[src/rtl/lsplit_pkg.sv]
package lsplit_pkg;

    typedef enum logic [2:0] {
        ST_IDLE,
        ST_PART0,
        ST_PART1,
        ST_WAIT,
        ST_DONE
    } lsplit_state_e;

endpackage

[src/rtl/lsplit_calc.sv]
// Boundary detection and part address/size computation.
module lsplit_calc #(
    parameter int ADDR_W     = 32,
    parameter int LINE_BYTES = 64,
    parameter int SZ_W       = 4
) (
    input  logic [ADDR_W-1:0] addr,
    input  logic [SZ_W-1:0]   size,
    output logic [ADDR_W-1:0] second_addr,
    output logic              crosses,
    output logic [SZ_W-1:0]   size0,
    output logic [SZ_W-1:0]   size1
);
    localparam logic [ADDR_W-1:0] LINE_MASK = ADDR_W'(LINE_BYTES - 1);

    logic [ADDR_W-1:0] last_byte;

    always_comb begin
        last_byte   = addr + ADDR_W'(size) - ADDR_W'(1);
        second_addr = last_byte & ~LINE_MASK;
        crosses     = second_addr > addr;
        // distance is below the access size, so low bits suffice
        size0       = crosses ? (second_addr[SZ_W-1:0] - addr[SZ_W-1:0]) : size;
        size1       = crosses ? (size - size0) : '0;
    end
endmodule

[src/rtl/lsplit_merge.sv]
// Merge buffer: places each tagged part at its own byte offset.
module lsplit_merge #(
    parameter int DATA_BYTES = 8,
    parameter int SZ_W       = 4
) (
    input  logic                    clk,
    input  logic                    rst_n,
    input  logic                    clear,
    input  logic                    take,
    input  logic                    rsp_tag,
    input  logic [8*DATA_BYTES-1:0] rsp_data,
    input  logic [SZ_W-1:0]         size0,
    input  logic [SZ_W-1:0]         size1,
    output logic [8*DATA_BYTES-1:0] merged,
    output logic [1:0]              parts_done
);
    localparam int DW = 8 * DATA_BYTES;

    logic [SZ_W-1:0] part_sz;
    logic [SZ_W-1:0] part_off;
    logic [DW-1:0]   kept;
    logic [DW-1:0]   placed;

    always_comb begin
        part_sz  = rsp_tag ? size1 : size0;
        part_off = rsp_tag ? size0 : '0;
        for (int i = 0; i < DATA_BYTES; i++) begin
            kept[i*8 +: 8] = (SZ_W'(i) < part_sz) ? rsp_data[i*8 +: 8] : 8'h00;
        end
        placed = kept << {part_off, 3'b000};
    end

    always_ff @(posedge clk) begin
        if (!rst_n) begin
            merged     <= '0;
            parts_done <= '0;
        end else if (clear) begin
            merged     <= '0;
            parts_done <= '0;
        end else if (take) begin
            merged     <= merged | placed;
            parts_done <= parts_done + 2'd1;
        end
    end
endmodule

[src/rtl/lsplit_top.sv]
module lsplit_top #(
    parameter int ADDR_W     = 32,
    parameter int LINE_BYTES = 64,
    parameter int DATA_BYTES = 8,
    parameter int SZ_W       = $clog2(DATA_BYTES) + 1
) (
    input  logic                    clk,
    input  logic                    rst_n,
    input  logic                    req_valid,
    output logic                    req_ready,
    input  logic [ADDR_W-1:0]       req_addr,
    input  logic [SZ_W-1:0]         req_size,
    input  logic                    req_is_store,
    output logic                    cache_req_valid,
    input  logic                    cache_req_ready,
    output logic [ADDR_W-1:0]       cache_req_addr,
    output logic [SZ_W-1:0]         cache_req_size,
    output logic                    cache_req_tag,
    input  logic                    cache_rsp_valid,
    input  logic                    cache_rsp_tag,
    input  logic [8*DATA_BYTES-1:0] cache_rsp_data,
    output logic                    res_valid,
    output logic [ADDR_W-1:0]       res_addr,
    output logic [SZ_W-1:0]         res_size,
    output logic [8*DATA_BYTES-1:0] res_data,
    output logic                    store_err
);
    import lsplit_pkg::*;

    lsplit_state_e state_q, state_d;

    logic [ADDR_W-1:0] calc_second;
    logic              calc_cross;
    logic [SZ_W-1:0]   calc_s0, calc_s1;

    logic [ADDR_W-1:0] addr_q, second_q;
    logic [SZ_W-1:0]   size_q, s0_q, s1_q;
    logic              split_q, err_q;

    logic              accept_load, accept_store, take_rsp;
    logic [1:0]        parts_done, parts_need;

    lsplit_calc #(.ADDR_W(ADDR_W), .LINE_BYTES(LINE_BYTES), .SZ_W(SZ_W)) u_calc (
        .addr        (req_addr),
        .size        (req_size),
        .second_addr (calc_second),
        .crosses     (calc_cross),
        .size0       (calc_s0),
        .size1       (calc_s1)
    );

    assign accept_load  = (state_q == ST_IDLE) && req_valid && !req_is_store;
    assign accept_store = (state_q == ST_IDLE) && req_valid && req_is_store;
    assign parts_need   = split_q ? 2'd2 : 2'd1;
    assign take_rsp     = cache_rsp_valid && (parts_done < parts_need) &&
                          ((state_q == ST_PART1) || (state_q == ST_WAIT));

    lsplit_merge #(.DATA_BYTES(DATA_BYTES), .SZ_W(SZ_W)) u_merge (
        .clk        (clk),
        .rst_n      (rst_n),
        .clear      (accept_load),
        .take       (take_rsp),
        .rsp_tag    (cache_rsp_tag),
        .rsp_data   (cache_rsp_data),
        .size0      (s0_q),
        .size1      (s1_q),
        .merged     (res_data),
        .parts_done (parts_done)
    );

    always_comb begin
        state_d = state_q;
        unique case (state_q)
            ST_IDLE:  if (accept_load) state_d = ST_PART0;
            ST_PART0: if (cache_req_ready) state_d = split_q ? ST_PART1 : ST_WAIT;
            ST_PART1: if (cache_req_ready) state_d = ST_WAIT;
            ST_WAIT:  if (parts_done == parts_need) state_d = ST_DONE;
            ST_DONE:  state_d = ST_IDLE;
            default:  state_d = ST_IDLE;
        endcase
    end

    always_ff @(posedge clk) begin
        if (!rst_n) begin
            state_q  <= ST_IDLE;
            addr_q   <= '0;
            second_q <= '0;
            size_q   <= '0;
            s0_q     <= '0;
            s1_q     <= '0;
            split_q  <= 1'b0;
            err_q    <= 1'b0;
        end else begin
            state_q <= state_d;
            err_q   <= accept_store && calc_cross;
            if (accept_load) begin
                addr_q   <= req_addr;
                second_q <= calc_second;
                size_q   <= req_size;
                s0_q     <= calc_s0;
                s1_q     <= calc_s1;
                split_q  <= calc_cross;
            end
        end
    end

    always_comb begin
        req_ready       = (state_q == ST_IDLE);
        cache_req_valid = (state_q == ST_PART0) || (state_q == ST_PART1);
        cache_req_tag   = (state_q == ST_PART1);
        cache_req_addr  = (state_q == ST_PART1) ? second_q : addr_q;
        cache_req_size  = (state_q == ST_PART1) ? s1_q : s0_q;
        res_valid       = (state_q == ST_DONE);
        res_addr        = addr_q;
        res_size        = size_q;
        store_err       = err_q;
    end
endmodule

[config.mk]
export PLATFORM = sky130hd
export DESIGN_NAME = lsplit_top
export DESIGN_NICKNAME = d
export VERILOG_FILES = /design/src/rtl/lsplit_pkg.sv /design/src/rtl/lsplit_calc.sv /design/src/rtl/lsplit_merge.sv /design/src/rtl/lsplit_top.sv
export SDC_FILE = /design/constraint.sdc
export NUM_CORES = 1
export LEC_CHECK = 0
export ABC_AREA = 1
export BUFFER_PORTS_ARGS = -buffer_cell sky130_fd_sc_hd__buf_2
export CAP_MARGIN = 20
export CORE_UTILIZATION = 30
export CTS_BUF_LIST = sky130_fd_sc_hd__clkbuf_8
export CTS_CLUSTER_DIAMETER = 100
export DETAILED_ROUTE_END_ITERATION = 8
export PLACE_DENSITY = 0.46
export SKIP_LAST_GASP = 1
export SYNTH_ARGS = -nofsm -noshare
export SYNTH_HDL_FRONTEND = slang
export SYNTH_HIERARCHICAL = 1
export SYNTH_SLANG_ARGS = --single-unit
[constraint.sdc]
create_clock -name clk -period 4.7 [get_ports clk]
set_clock_uncertainty 0.2 [all_clocks]
set_input_delay 0.47 -clock clk [delete_from_list [all_inputs] [get_ports clk]]
set_output_delay 0.47 -clock clk [all_outputs]
set_load 0.005 [all_outputs]
==> flow_summary.yaml, run 1 <==
status:
  status: "finished clean"
pwr:
  p_sw_mw: 1.92
  seqPwrFrac_pct: 32.1
  pwr-share-comb_pct: 43.2
  internal_power_mw: 2.56
  vdd.ir_drop.worst_mv: 0.175
  swShare_pct: 42.8
  power.density_nw_per_um2: 333
  power_frac_clock_pct: 24.7
  leakage_nw: 6.91
worst_setup_path:
  max_stage_delay_ns: 0.30
  end_kind: "register"
  critical-path-slowest-cell: "ha_1"
  cp_num_buf_inv: 3
  crit_family: "simple AND/OR/NAND/NOR gates"
  path_max_fanout: 7
  required_ns: 4.86
  worstSetupStartpointType: "input pin"
  timing.critical_path.mode_cell: "nand2_1"
  ff2ff_path_depth: 7
  path_class: "input pin to register"
  cp.depth: 33
  cp.arrival_ns: 4.41
synth:
  synth_seq_cells: 147
  yosysUniqueCellTypes: 47
  synth_edf_count: 0
  syn_area_sq_um: 11200
  synth.avg_cell_area_sq_um: 6.14
  synthCells: 1827
  yosysSeqAreaShare_pct: 26.2
  ys.warnings.count: 6
  synth_ff_type: "dfxtp_1"
  async_flop_share_pct: 0
layout:
  fillers: 4140
  syn_to_final_growth_pct: 19.9
  drive_gt1_share_pct: 19.7
  utilization_pct: 36.7
  finalInstanceArea_sq_um: 13500
  nets: 2242
  ff_latch_area_sq_um: 2940
  final_cell_mix: "nand2_1, inv_1, buf_2, nand3_1, a21oi_1"
  layout_commonest_cell: "nand2_1"
  multi_input_area_sq_um: 6770
global_route:
  grt_pass1_vias: 11900
  grt_overflow: 0
  grt_antenna_before_repair: 2
  grt_usage_pct: 22.2
  grt_first_pass_wirelength_um: 65200
  grt_max_degree: 81
clock_tree:
  clock_path_buffers: 2
  cts-root-buf: "clkbuf_8"
  cts_hold_buf: 0
  clock_latency_ns: 0.48
  cts_made_buffers: 17
  cts_num_sinks: 147
  postCtsSetupBuffers: 0
  cts_resized: 0
  clkTransAtPathRegs_ns: 0.10
  htreeDepth: 4
  tritoncts: "built"
route:
  vias: 12400
  drc: 0
  wire_per_inst_um: 16.6
  avgViaCountPerCell: 4.88
  ant_nets: 0
  routed_wl_um: 42300
  drt_pre_antenna_iters: 5
  drt_iter0_drc: 822
sta:
  rsz0062_at_grt: "no"
  timing.fmax_mhz: 235
  hold_viol_final: 0
  finalCriticalPeriod_ns: 4.25
  setup_slack_ns: 0.447
  setup_tns_ns: 0
  tightest_slew_ns: 0.972
  fin_crit_sh_pct: 90.5
  finalMaxSlewViolations: 0
  slew_headroom_pct: 35.1
  setup_violations: 0
floorplan:
  chipHeight_um: 195
  core_area_sq_um: 36700
  start_util_pct: 30.6
  die_w_um: 195
  pin_count: 248
  rows: 70
  dieArea_sq_um: 38200
min_path:
  hold_path.class: "input pin to register"
  holdPathStages: 3
run:
  maxCapViolations: 0
place:
  routabilityCongestion: 0.889
  port-buffer-count: 247
  placed_cell_area_sq_um: 13000
  post-place-ws_ns: -0.0810
  hpwl_um: 33200
==> worst min-delay path: cells and delay by family <==
family / cells / cell delay (ns)
buffers and inverters: 1 / 0.12
AND/OR/NAND/NOR: 1 / 0.06
AO/OA/AOI/OAI: 1 / 0.05
==> per-layer routing <==
| layer | global-route usage, % | wire length [um] | up-vias |
|---|---|---|---|
| li1 | - | - | 6361 |
| met1 | 27.5 | 18800 | 5705 |
| met2 | 39.0 | 20700 | 325 |
| met3 | 3.18 | 1840 | 44 |
| met4 | 7.47 | 1040 | 2 |
| met5 | 0 | 12 | - |
==> sequential cells by signal (all words and copies together), names as in the netlist <==
| signal | count |
|---|---|
| second_q | 32 |
| split_q | 1 |
| u_merge/merged | 64 |
| s0_q | 4 |
| res_addr | 32 |
| state_q | 3 |
| s1_q | 4 |
| store_err | 1 |
| u_merge/parts_done | 2 |
| res_size | 4 |
==> power groups by stage <==
stage / clock [mW] / sequential [mW] / combinational, mW
CTS: 1.15 / 1.44 / 1.95
floorplan: 0 / 1.46 / 1.32
detailed placement: 0 / 1.47 / 1.94
global placement: 0 / 1.47 / 1.94
finish: 1.11 / 1.44 / 1.94
global route: 1.19 / 1.45 / 2.19
==> cell type report <==
class / count / area share (%)
clock buffers: 18 / 1.84
clock inverters: 14 / 1.33
well taps: 468 / 4.35
multi-input cells: 1331 / 50.3
repair buffers: 309 / 12.9
diodes: 1 / 0.0186
flip-flops and latches: 147 / 21.9
inverters: 263 / 7.36
==> final timing paths <==
| kind | start | endpoint | slack, ns |
|---|---|---|---|
| worst max-delay path | req_size[3] | s1_q[3]$_SDFFE_PN0P_ | 0.45 |
| worst min-delay path | req_addr[20] | res_addr[20]$_SDFFE_PN0P_ | 0.06 |
| worst min register to register | u_merge/merged[23]$_SDFFE_PP0P_ | u_merge/merged[23]$_SDFFE_PP0P_ | 0.25 |
| worst max register to register | split_q$_SDFFE_PN0P_ | u_merge/merged[59]$_SDFFE_PP0P_ | 1.63 |
==> metrics by stage <==
stage / hold WS [ns] / power (mW) / instances
floorplan: 0.224 / 2.78 / 1832
global placement: 0.236 / 3.40 / 2516
detailed placement: 0.237 / 3.41 / 2516
CTS: 0.00994 / 4.54 / 2548
global route: 0.0254 / 4.83 / 2551
finish: 0.0619 / 4.48 / 2551
==> cells in the mapped netlist, types with 8 or more instances <==
master / count / area, sq um
nand2_1: 518 / 1940
inv_1: 254 / 953
nand3_1: 213 / 1070
a21oi_1: 205 / 1030
dfxtp_1: 147 / 2940
nor2_1: 89 / 334
o21ai_0: 88 / 440
ha_1: 65 / 813
clkbuf_1: 24 / 90.1
nand4_1: 23 / 144
nand2_2: 21 / 131
buf_2: 20 / 100
o21ai_1: 20 / 100
buf_1: 17 / 63.8
buf_6: 16 / 180
xor2_1: 13 / 114
buf_4: 12 / 90.1
nand3_2: 12 / 120
nor3_1: 10 / 50.1
a31oi_1: 8 / 50.1
==> cell families after synthesis <==
| family | Yosys count | synth area share (%) |
|---|---|---|
| AOI/OAI and AO/OA | 331 | 15.1 |
| xor gates and xnor gates | 15 | 1.17 |
| adders and majority gates | 66 | 7.43 |
| buffers and inverters | 354 | 13.7 |
| DFF | 147 | 26.2 |
| other | 1 | 0.0334 |
| and+or+nand+nor | 913 | 36.4 |
No activity file was read; power rests on OpenSTA's default activity.
==> run 2, diff against run 1 <==
- CORE_MARGIN: default -> 2
==> run 2 against run 1 <==
  * First-iteration DRC count down 6.1%
  * Highest routed layer is now met4
  * Power grew 0.66%
  * Global-route usage shrank 0.51 points
==> flow_summary.yaml, run 2 (synthesis results as in run 1) <==
layout:
  drive_gt1_share_pct: 23.0
  layout_commonest_cell: "nand2_1"
  nets: 2252
  largest_reg_flops: 64
  fillers: 4129
  syn_to_final_growth_pct: 23.1
  diodes: 0
  regMostFlops: "u_merge/merged"
  final_cell_mix: "nand2_1, inv_1, buf_2, nand3_1, a21oi_1"
route:
  routed_wl_um: 42700
  avgViaCountPerCell: 4.88
  vias: 12500
  drt_iter0_drc: 772
  drc: 0
  drt_pre_antenna_iters: 5
  ant_nets: 0
  wire_per_inst_um: 16.7
clock_tree:
  cts_made_buffers: 17
  htreeDepth: 4
  clock_path_buffers: 2
  tritoncts: "built"
  clock_latency_ns: 0.49
  clkTransAtPathRegs_ns: 0.09
  cts_num_sinks: 147
  cts-root-buf: "clkbuf_8"
worst_setup_path:
  path_class: "input pin to register"
  required_ns: 4.93
  worstSetupStartpointType: "input pin"
  end_kind: "register"
  path_max_fanout: 7
  cp.arrival_ns: 4.69
global_route:
  grt_first_pass_wirelength_um: 65500
  grt_overflow: 0
  grt_usage_pct: 21.7
  grt_antenna_before_repair: 0
  grt_max_degree: 81
  grt_pass1_vias: 12000
pwr:
  vdd.ir_drop.worst_mv: 0.193
  total_power_mw: 4.51
  leakage_nw: 6.97
  power.density_nw_per_um2: 327
sta:
  hold_slack_ns: 0.0483
  setup_violations: 0
  timing.fmax_mhz: 224
  hold_viol_final: 0
  finalCriticalPeriod_ns: 4.47
  finalMaxSlewViolations: 0
  slew_headroom_pct: 39.5
  rsz0062_at_grt: "yes"
  fin_crit_sh_pct: 95.0
  tightest_slew_ns: 0.906
  setup_tns_ns: 0
place:
  routabilityCongestion: 0.910
  hpwl_um: 33800
  port-buffer-count: 247
status:
  status: "finished clean"
floorplan:
  core_area_sq_um: 36700
  rows: 70
  pin_count: 248
  start_util_pct: 30.6
  dieArea_sq_um: 39000
  chipHeight_um: 197
  die_w_um: 197
run:
  maxCapViolations: 0
min_path:
  hold_path.class: "input pin to register"
==> run 2: metal layers <==
metal / vias up / share of wire, % / GRT usage [%] / wire [um]
met5: - / 0 / 0 / 0
met4: 0 / 2.0 / 6.29 / 848
met3: 45 / 4.3 / 2.71 / 1850
met2: 315 / 50 / 38.8 / 21200
met1: 5771 / 44 / 27.1 / 18900
li1: 6365 / - / - / -
==> run 2: critical path, stage by stage <==
cell	delay, ns
dlygate4sd3_1	0.53
buf_2	0.15
ha_1	0.36
nand2_1	0.15
nor2_2	0.06
buf_4	0.13
nand2_1	0.05
nand3_1	0.12
a21oi_2	0.23
nand2_1	0.08
nand2_1	0.06
nand2_1	0.06
ha_1	0.30
a21o_1	0.18
nor2_1	0.09
nand2_1	0.10
a21oi_4	0.17
nand2_4	0.10
nand2_4	0.11
nand2_2	0.05
nand2_2	0.07
ha_2	0.16
inv_1	0.06
fa_2	0.52
inv_1	0.04
nor2_2	0.08
o21ai_0	0.08
a21oi_1	0.13
==> run 2: area by class of cell <==
type	instances	area [sq um]	area share (%)
clock buffers	17	234	1.69
clock inverters	15	170	1.23
inverters	263	990	7.17
multi-input cells	1331	7080	51.3
flip-flops and latches	147	2940	21.3
well taps	468	586	4.24
repair buffers	319	1800	13.0
==> run 2: metrics by stage <==
stage | util [%] | cells | instance area [sq um] | setup WS [ns]
after floorplan | - | 1832 | 11200 | 0.373
after global placement | 35.4 | 2520 | 13000 | -0.0521
after detailed placement | 35.4 | 2520 | 13000 | -0.141
after CTS | 36.7 | 2557 | 13500 | 0.0674
after global routing | 37.6 | 2560 | 13800 | -0.0252
final | 37.6 | 2560 | 13800 | 0.235
==> run 2: final timing paths <==
check / start / endpoint / slack, ns / cells past startpoint
worst max register to register: split_q$_SDFFE_PN0P_ / u_merge/merged[20]$_SDFFE_PP0P_ / 1.49 / 8
worst min register to register: u_merge/merged[23]$_SDFFE_PP0P_ / u_merge/merged[23]$_SDFFE_PP0P_ / 0.25 / 2
worst min-delay path: req_is_store / store_err$_SDFF_PN0_ / 0.05 / 3
worst max-delay path: req_addr[20] / s1_q[1]$_SDFFE_PN0P_ / 0.23 / 28
==> run 2: timing repair <==
item                                    4_1_cts  5_1_grt
resized for setup                             0       81
hold buffers                                  5        0
hold endpoints to repair                      5        0
setup buffers                                 0        3
endpoints found under the setup margin        0        3
==> run 2: power breakdown <==
| part | internal (mW) | total (mW) | leakage (nW) | switching, mW |
|---|---|---|---|---|
| combinational | 0.677 | 2.01 | 5.57 | 1.33 |
| sequential | 1.37 | 1.43 | 1.19 | 0.0664 |
| clock | 0.486 | 1.07 | 0.200 | 0.581 |
